### src/rtl/gpio_pkg.sv
package gpio_pkg;
  typedef enum logic [1:0] {
    REG_PORT = 2'd0,
    REG_DIR  = 2'd1,
    REG_CTRL = 2'd2,
    REG_LAT  = 2'd3
  } reg_addr_e;

  localparam int unsigned CTRL_PUOFF_BIT = 0;
  localparam int unsigned CTRL_FLAG_BIT  = 1;
endpackage

### src/rtl/gpio_sync.sv
module gpio_sync #(
  parameter int unsigned WIDTH  = 8,
  parameter int unsigned STAGES = 2
) (
  input  logic             clk_i,
  input  logic             rst_ni,
  input  logic [WIDTH-1:0] d_i,
  output logic [WIDTH-1:0] q_o
);
  logic [WIDTH-1:0] stg_q [STAGES];

  always_ff @(posedge clk_i or negedge rst_ni) begin
    if (!rst_ni) stg_q[0] <= '0;
    else         stg_q[0] <= d_i;
  end

  for (genvar s = 1; s < STAGES; s++) begin : g_stage
    always_ff @(posedge clk_i or negedge rst_ni) begin
      if (!rst_ni) stg_q[s] <= '0;
      else         stg_q[s] <= stg_q[s-1];
    end
  end

  assign q_o = stg_q[STAGES-1];
endmodule

### src/rtl/gpio_regs.sv
module gpio_regs
  import gpio_pkg::*;
#(
  parameter int unsigned WIDTH = 8
) (
  input  logic             clk_i,
  input  logic             rst_ni,
  input  logic             req_i,
  input  logic             we_i,
  input  logic [1:0]       addr_i,
  input  logic [WIDTH-1:0] wdata_i,
  input  logic [WIDTH-1:0] pins_sync_i,
  input  logic             flag_i,
  output logic [WIDTH-1:0] rdata_o,
  output logic [WIDTH-1:0] out_q_o,
  output logic [WIDTH-1:0] dir_q_o,
  output logic             pu_off_o,
  output logic             port_rd_o,
  output logic             flag_clr_o
);
  reg_addr_e addr;
  logic      wr, rd;
  logic [WIDTH-1:0] out_q, dir_q;
  logic             pu_off_q;

  assign addr = reg_addr_e'(addr_i);
  assign wr   = req_i & we_i;
  assign rd   = req_i & ~we_i;

  always_ff @(posedge clk_i or negedge rst_ni) begin
    if (!rst_ni) begin
      out_q    <= '0;
      dir_q    <= '1;
      pu_off_q <= 1'b1;
    end else if (wr) begin
      unique case (addr)
        REG_PORT, REG_LAT: out_q    <= wdata_i;
        REG_DIR:           dir_q    <= wdata_i;
        REG_CTRL:          pu_off_q <= wdata_i[CTRL_PUOFF_BIT];
        default: ;
      endcase
    end
  end

  always_comb begin
    rdata_o = '0;
    unique case (addr)
      REG_PORT: rdata_o = pins_sync_i;
      REG_DIR:  rdata_o = dir_q;
      REG_CTRL: begin
        rdata_o[CTRL_PUOFF_BIT] = pu_off_q;
        rdata_o[CTRL_FLAG_BIT]  = flag_i;
      end
      REG_LAT:  rdata_o = out_q;
      default: ;
    endcase
  end

  assign port_rd_o  = rd & (addr == REG_PORT);
  assign flag_clr_o = wr & (addr == REG_CTRL) & ~wdata_i[CTRL_FLAG_BIT];
  assign out_q_o    = out_q;
  assign dir_q_o    = dir_q;
  assign pu_off_o   = pu_off_q;
endmodule

### src/rtl/gpio_pad_ctrl.sv
module gpio_pad_ctrl #(
  parameter int unsigned WIDTH = 8
) (
  input  logic [WIDTH-1:0] dir_q_i,
  input  logic [WIDTH-1:0] out_q_i,
  input  logic [WIDTH-1:0] ovr_en_i,
  input  logic [WIDTH-1:0] ovr_dir_i,
  input  logic             pu_off_i,
  output logic [WIDTH-1:0] eff_dir_o,
  output logic [WIDTH-1:0] pad_o,
  output logic [WIDTH-1:0] pad_oe_o,
  output logic [WIDTH-1:0] pull_en_o
);
  for (genvar b = 0; b < WIDTH; b++) begin : g_pin
    logic is_in;
    // peripheral override beats the direction latch
    assign is_in        = ovr_en_i[b] ? ovr_dir_i[b] : dir_q_i[b];
    assign eff_dir_o[b] = is_in;
    assign pad_oe_o[b]  = ~is_in;
    assign pad_o[b]     = out_q_i[b];
    assign pull_en_o[b] = is_in & ~pu_off_i;
  end
endmodule

### src/rtl/gpio_chg_detect.sv
module gpio_chg_detect #(
  parameter int unsigned CHG_N = 4
) (
  input  logic             clk_i,
  input  logic             rst_ni,
  input  logic [CHG_N-1:0] pins_i,
  input  logic [CHG_N-1:0] is_in_i,
  input  logic             port_rd_i,
  input  logic             flag_clr_i,
  output logic             flag_o,
  output logic             mism_o
);
  logic [CHG_N-1:0] snap_q, mism;
  logic             flag_q;

  assign mism   = (pins_i ^ snap_q) & is_in_i;
  assign mism_o = |mism;

  always_ff @(posedge clk_i or negedge rst_ni) begin
    if (!rst_ni)        snap_q <= '0;
    else if (port_rd_i) snap_q <= pins_i;
  end

  // set has priority over clear
  always_ff @(posedge clk_i or negedge rst_ni) begin
    if (!rst_ni)         flag_q <= 1'b0;
    else if (mism_o)     flag_q <= 1'b1;
    else if (flag_clr_i) flag_q <= 1'b0;
  end

  assign flag_o = flag_q;
endmodule

### src/rtl/gpio_chg_port.sv
module gpio_chg_port #(
  parameter int unsigned WIDTH       = 8,
  parameter int unsigned CHG_LO      = 4,
  parameter int unsigned SYNC_STAGES = 2
) (
  input  logic             clk_i,
  input  logic             rst_ni,
  input  logic             req_i,
  input  logic             we_i,
  input  logic [1:0]       addr_i,
  input  logic [WIDTH-1:0] wdata_i,
  output logic [WIDTH-1:0] rdata_o,
  input  logic [WIDTH-1:0] ovr_en_i,
  input  logic [WIDTH-1:0] ovr_dir_i,
  input  logic [WIDTH-1:0] pad_i,
  output logic [WIDTH-1:0] pad_o,
  output logic [WIDTH-1:0] pad_oe_o,
  output logic [WIDTH-1:0] pull_en_o,
  output logic             irq_o,
  output logic             wake_o
);
  localparam int unsigned CHG_N = WIDTH - CHG_LO;

  logic [WIDTH-1:0] pins_sync, out_q, dir_q, eff_dir;
  logic             pu_off, port_rd, flag_clr, flag, mism;

  gpio_sync #(.WIDTH(WIDTH), .STAGES(SYNC_STAGES)) u_sync (
    .clk_i (clk_i),
    .rst_ni(rst_ni),
    .d_i   (pad_i),
    .q_o   (pins_sync)
  );

  gpio_regs #(.WIDTH(WIDTH)) u_regs (
    .clk_i      (clk_i),
    .rst_ni     (rst_ni),
    .req_i      (req_i),
    .we_i       (we_i),
    .addr_i     (addr_i),
    .wdata_i    (wdata_i),
    .pins_sync_i(pins_sync),
    .flag_i     (flag),
    .rdata_o    (rdata_o),
    .out_q_o    (out_q),
    .dir_q_o    (dir_q),
    .pu_off_o   (pu_off),
    .port_rd_o  (port_rd),
    .flag_clr_o (flag_clr)
  );

  gpio_pad_ctrl #(.WIDTH(WIDTH)) u_pad (
    .dir_q_i  (dir_q),
    .out_q_i  (out_q),
    .ovr_en_i (ovr_en_i),
    .ovr_dir_i(ovr_dir_i),
    .pu_off_i (pu_off),
    .eff_dir_o(eff_dir),
    .pad_o    (pad_o),
    .pad_oe_o (pad_oe_o),
    .pull_en_o(pull_en_o)
  );

  gpio_chg_detect #(.CHG_N(CHG_N)) u_chg (
    .clk_i     (clk_i),
    .rst_ni    (rst_ni),
    .pins_i    (pins_sync[WIDTH-1:CHG_LO]),
    .is_in_i   (eff_dir[WIDTH-1:CHG_LO]),
    .port_rd_i (port_rd),
    .flag_clr_i(flag_clr),
    .flag_o    (flag),
    .mism_o    (mism)
  );

  assign irq_o  = flag;
  assign wake_o = flag | mism;
endmodule

### config.mk
export PLATFORM = sky130hd
export DESIGN_NAME = gpio_chg_port
export DESIGN_NICKNAME = d
export VERILOG_FILES = /design/src/rtl/gpio_pkg.sv /design/src/rtl/gpio_sync.sv /design/src/rtl/gpio_regs.sv /design/src/rtl/gpio_pad_ctrl.sv /design/src/rtl/gpio_chg_detect.sv /design/src/rtl/gpio_chg_port.sv
export SDC_FILE = /design/constraint.sdc
export NUM_CORES = 1
export LEC_CHECK = 0
export ABC_AREA = 1
export BUFFER_PORTS_ARGS = -buffer_cell sky130_fd_sc_hd__clkbuf_2
export CORE_UTILIZATION = 35
export DETAILED_ROUTE_END_ITERATION = 10
export HOLD_SLACK_MARGIN = 0.05
export PLACE_DENSITY = 0.63
export SLEW_MARGIN = 20
export SYNTH_ARGS = -nofsm -noshare
export SYNTH_HDL_FRONTEND = slang
export SYNTH_SLANG_ARGS = --single-unit
### constraint.sdc
create_clock -name clk_i -period 3.3 [get_ports clk_i]
set_input_delay 0.495 -clock clk_i [delete_from_list [all_inputs] [get_ports clk_i]]
set_output_delay 0.495 -clock clk_i [all_outputs]
set_load 0.05 [all_outputs]
# After elaboration in Yosys (flattened, before gate mapping)

Cells that the tools add are included.

Eq/ne operators: 3
Mux-type cells: 12
Bitwise gates (word level): 27
Reductions and logical operators: 7

Operators by type and width:

| kind                 | count |
|---|---|
| $pmux W6 S3          | 1 |
| $and A1 B1 Y1        | 13 |
| $not A1 Y1           | 11 |
| $mux W1              | 10 |
| $pmux W2 S4          | 1 |
| $reduce_and A2 Y1    | 3 |
| $and A4 B4 Y4        | 1 |
| $eq A2 B2 Y1 const B | 2 |
| $reduce_or A4 Y1     | 1 |
| $xor A4 B4 Y4        | 1 |
| $eq A2 B1 Y1 const B | 1 |
| $logic_not A2 Y1     | 1 |
| $reduce_bool A2 Y1   | 1 |
| $reduce_or A2 Y1     | 1 |
| $or A1 B1 Y1         | 1 |

Bits in registers: 38
Input bits: 38
Output and inout bits: 34
Word-level logic and storage cells: 56

# Logic depth before layout (Yosys ltp)

Word-level depth: 5
Depth in mapped cells: 7
Depth with buffers taken out: 7

# Modules after synthesis

Synthesis repeated with hierarchy kept, for this count alone.

Cell total of the unflattened synthesis: 283
Area total of the unflattened synthesis: 2,172.1 µm²

By module, submodules not included:

| module          | instances | cells each | area each (µm²) | sequential area each (µm²) |
|---|---|---|---|---|
| gpio_regs       | 1         | 139        | 1,027.2         | 436.7 |
| gpio_sync       | 1         | 24         | 460.4           | 400.4 |
| gpio_pad_ctrl   | 1         | 81         | 407.9           | 0.0 |
| gpio_chg_detect | 1         | 36         | 265.3           | 125.1 |
| gpio_chg_port   | 1         | 3          | 11.3            | 0.0 |

# Worst setup path before layout

OpenSTA, ideal clock, no wires.

Path type: input to output
Start: in ovr_en_i[0]
End: out pull_en_o[0]
Arrival: 1.865 ns
Required time: 2.805 ns
Slack: 0.940 ns
Stages on the path: 2
Cell sequence: mux2i_1 -> nor2_1

Word-level cells in the longest chain between the ends: 2

RTL lines:

| item               | RTL line            | text |
|---|---|---|
| start: declaration | gpio_chg_port.sv:13 | `input logic [WIDTH-1:0] ovr_en_i,` |
| $mux W1            | gpio_pad_ctrl.sv:17 | `assign is_in = ovr_en_i[b] ? ovr_dir_i[b] : dir_q_i[b];` |
| $and A1 B1 Y1      | gpio_pad_ctrl.sv:21 | `assign pull_en_o[b] = is_in & ~pu_off_i;` |
| end: declaration   | gpio_chg_port.sv:18 | `output logic [WIDTH-1:0] pull_en_o,` |

Every way passes these cells.

# Worst setup path in the final report

Start: in addr_i[1]
End: out rdata_o[7]

Word-level cells in the longest chain between the ends: 2

RTL lines:

| item                                       | RTL line            | text |
|---|---|---|
| start: declaration                         | gpio_chg_port.sv:10 | `input logic [1:0] addr_i,` |
| $eq A2 B2 Y1, or another cell as far along | gpio_regs.sv:47     | `unique case (addr)` |
| $pmux W6 S3 (*)                            | gpio_regs.sv:47     |  |
| end: declaration                           | gpio_chg_port.sv:12 | `output logic [WIDTH-1:0] rdata_o,` |

Mark *: on every way between the ends. The rest lies on a longest branch, timed or not.

==> key figures <==
Setup path
  – Critical-path maximum fanout: 9
  – CP Capture Type: output pin
  – Beginning of the critical path: addr_i[1]
  – Critical Path Start Type: input pin
  – Critical path class: input pin to output pin
  – Worst path required time: roughly 2.8 ns
  – Crit Reg-Reg Startpoint: u_sync.q_o[5]$_DFF_PN0_
  – Critical Path AT: around 1.7 ns

Pwr
  – LEAKAGE: 1.379 nW
  – Switching part of the total power: 36.57%
  – PwrDens: between 600 and 700 mW/mm^2
  – Pint: 987.8 uW
  – VDD IR-drop max: approximately 290 uV
  – Clock network power share: a little under a third
  – Design Power: ~1.6 mW
  – Combinational power share: a little under a third
  – Seq pwr share: around two fifths
  – P_sw: about 570 uW

Route
  – Metal2 WL: about 1.9 mm
  – Post-route ant nets: 0
  – Final wirelength: slightly above 4 mm
  – Wire per inst: between 10 and 15 um
  – Wire length on met1: between 1.5 and 2 mm
  – Uppermost layer routed: met4
  – Remaining DRCs: 0
  – Vias: between 1,500 and 2,000
  – DR WL met3: 219 um
  – Vias/cell: roughly 4.3
  – Initial drt markers: between 50 and 60
  – DRT Pass-1 Iters: 5

Die
  – Site row count: 26
  – Die height: 74.96 um
  – Initial Util: 36.48%
  – Core area: between 0.005 and 0.006 mm^2
  – Die width: approximately 75 um
  – IO Pins: 72
  – Die ar.: between 0.005 and 0.006 mm^2

Timing
  – Crit path time final: 2.203 ns
  – Setup TNS: 0 ns
  – Slew margin rel.: between 30% and 40%
  – # setup viols final: 0
  – Hold Slack: just over 0.3 ns
  – Final period util: 66.75%
  – Endpoints failing hold: 0
  – Achievable frequency: 454.0 MHz
  – Clock Skew: 0.005715 ns
  – Unrepaired setup endpoints after global routing: no
  – Worst slew pin tran: 0.9218 ns
  – Slew Limit Fails: 0

Yosys
  – Yosys top cell area share: 38.95%
  – Unique masters post-synth: 19
  – YS warnings: 0
  – Top cells by area, synth: dfrtp_1 (39%), nand2_1 (15%), dfstp_2 (13%), o21ai_2 (7.5%), inv_1 (7.1%)
  – Cell type with the largest total area after synthesis: dfrtp_1
  – Avg Cell Area, Syn: just under 9 um^2
  – Register bit count reported by yosys: 38
  – Post-Syn Area: about 0.0019 mm^2
  – Syn nets: approximately 260
  – Post-synthesis instance total: between 200 and 250
  – Post-synthesis sequential area ratio: about half

Clocking
  – H-tree depth: 2
  – Post-CTS Setup Bufs: 0
  – Clock-pin slew on the worst setup and hold paths: roughly 0.08 ns
  – Clock root cell: clkbuf_8
  – Cts hold-fix bufs: 0
  – Clk_lat worst skew: between 0.2 and 0.3 ns
  – Clk sinks: 38
  – Cts bufs inserted: 5
  – Post_cts resized: 0
  – CTS tree: done
  – CTS Buffer Depth: 2

Placement
  – Port bufs: 71
  – Routability congestion estimate: about 0.76
  – Dpl cells: 351
  – HPWL Detailed: around 3.1 mm
  – Placed Area: 0.002271 mm^2

Worst hold path
  – HP Start: pad_i[7]
  – Worst hold path class: input pin to register

Cells and area
  – Nets: between 300 and 400
  – Post-route cell area: 0.002414 mm^2
  – ANT cells: 0
  – Area Overhead vs Synth: 29.55%
  – Final std cells w/o fill: 359
  – Share of cells above drive strength 1: about two fifths

Global route
  – Gr usage total: 16.13%
  – Pin count of the biggest net entering global routing: 39
  – Initial antenna violation count: 0
  – Vias in the first global route: 1,382
  – GRT Residual Overflow: 0
  – First-pass GRT wire length: 6.458 mm

Run status
  – Status: complete, no violations

Flow run
  – MaxCap Viol Count: 0
[cells by family (layout without fill, tap and decap cells)]
kind of cell	count (synthesis)	after routing	share of synthesized area, %
flip-flops	38	38	51.65
adder cells (fa/ha/maj)	5	5	3.358
multiplexers	4	4	2.149
AO/OA/AOI/OAI	26	26	10.34
AND/OR/NAND/NOR	102	102	23.57
buffers and inverters	40	114	8.932
[cell usage in the layout, fill, tap and decap left out]
cell type  count
a21oi_1        2
dfrtp_1       29
inv_1         35
nor2_1        13
clkbuf_8       6
ha_1           5
nand3b_2       1
nand3_1        7
nand2_1       75
a31oi_1        2
o21ai_2       16
nand2_2        4
bufinv_16      2
clkbuf_2      71
nand3_4        1
dfstp_2        9
mux2i_1        4
o21ai_0        6
nand3b_4       1
[final timing paths]
| check | slack (ns) | depth (start not counted) | to |
|---|---|---|---|
| hold / removal | 0.31 | 1 | u_sync.stg_q[15]$_DFF_PN0_ |
| min in group asynchronous | 0.33 | 1 | u_sync.stg_q[13]$_DFF_PN0_ |
| setup / recovery | 1.10 | 8 | rdata_o[7] |
| hold reg to reg | 0.35 | 0 | u_sync.q_o[6]$_DFF_PN0_ |
| max in group asynchronous | 2.39 | 1 | u_regs.out_q_o[1]$_DFFE_PN0P_ |
| setup reg to reg | 2.27 | 6 | u_chg.flag_o$_DFFE_PN0P_ |
[per-stage QoR]
step / util, % / worst slack, ns
after global placement: 44.46 / 1.070
after floorplan: - / 0.9398
final: 47.26 / 1.097
after CTS: 47.26 / 1.069
after detailed placement: 44.46 / 1.080
after global routing: 47.26 / 0.9889
[layout make-up]
type	count	area, um^2
Timing Repair Buffer	71	355.3
Clock inverter	2	60.06
Multi-Input combinational cell	137	734.5
Fill cell	515	2694
Inverter	35	131.4
Sequential cell	38	962.2
Clock buffer	6	82.58
Tap cell	70	87.58
[routing by layer]
layer	up-vias	global-route usage [%]
met3	5	4.685
met2	48	25.73
met1	700	20.20
met4	0	7.547
met5	-	0
li1	802	-
[worst max-delay path, stage by stage]
cell      delay, ns
clkbuf_2       0.10
inv_1          0.09
ha_1           0.44
nand2_1        0.09
nand3_1        0.10
nand2_1        0.06
inv_1          0.06
clkbuf_2       0.26
[synthesized netlist by cell type (all sizes together)]
cell type,count
clkbuf,2
dfstp,9
a31oi,2
inv,35
nand3b,2
buf,3
ha,5
nor2,13
mux2i,4
a21oi,2
nand2,79
dfrtp,29
o21ai,22
nand3,8
[registers in the layout, indices dropped and copies added, names as in the netlist]
name,flops
u_regs.out_q_o,8
u_regs.dir_q_o,8
u_sync.q_o,8
u_chg.snap_q,4
u_sync.stg_q,8
u_regs.pu_off_o,1
u_chg.flag_o,1
[power groups by stage]
stage	Sequential [mW]	Combinational (mW)	Clock, mW
after floorplan	0.657	0.299	0
after detailed placement	0.609	0.479	0
after global placement	0.608	0.473	0
after CTS	0.601	0.480	0.493
after global routing	0.611	0.516	0.510
final	0.599	0.474	0.484
No activity file was read; power rests on OpenSTA's default activity.
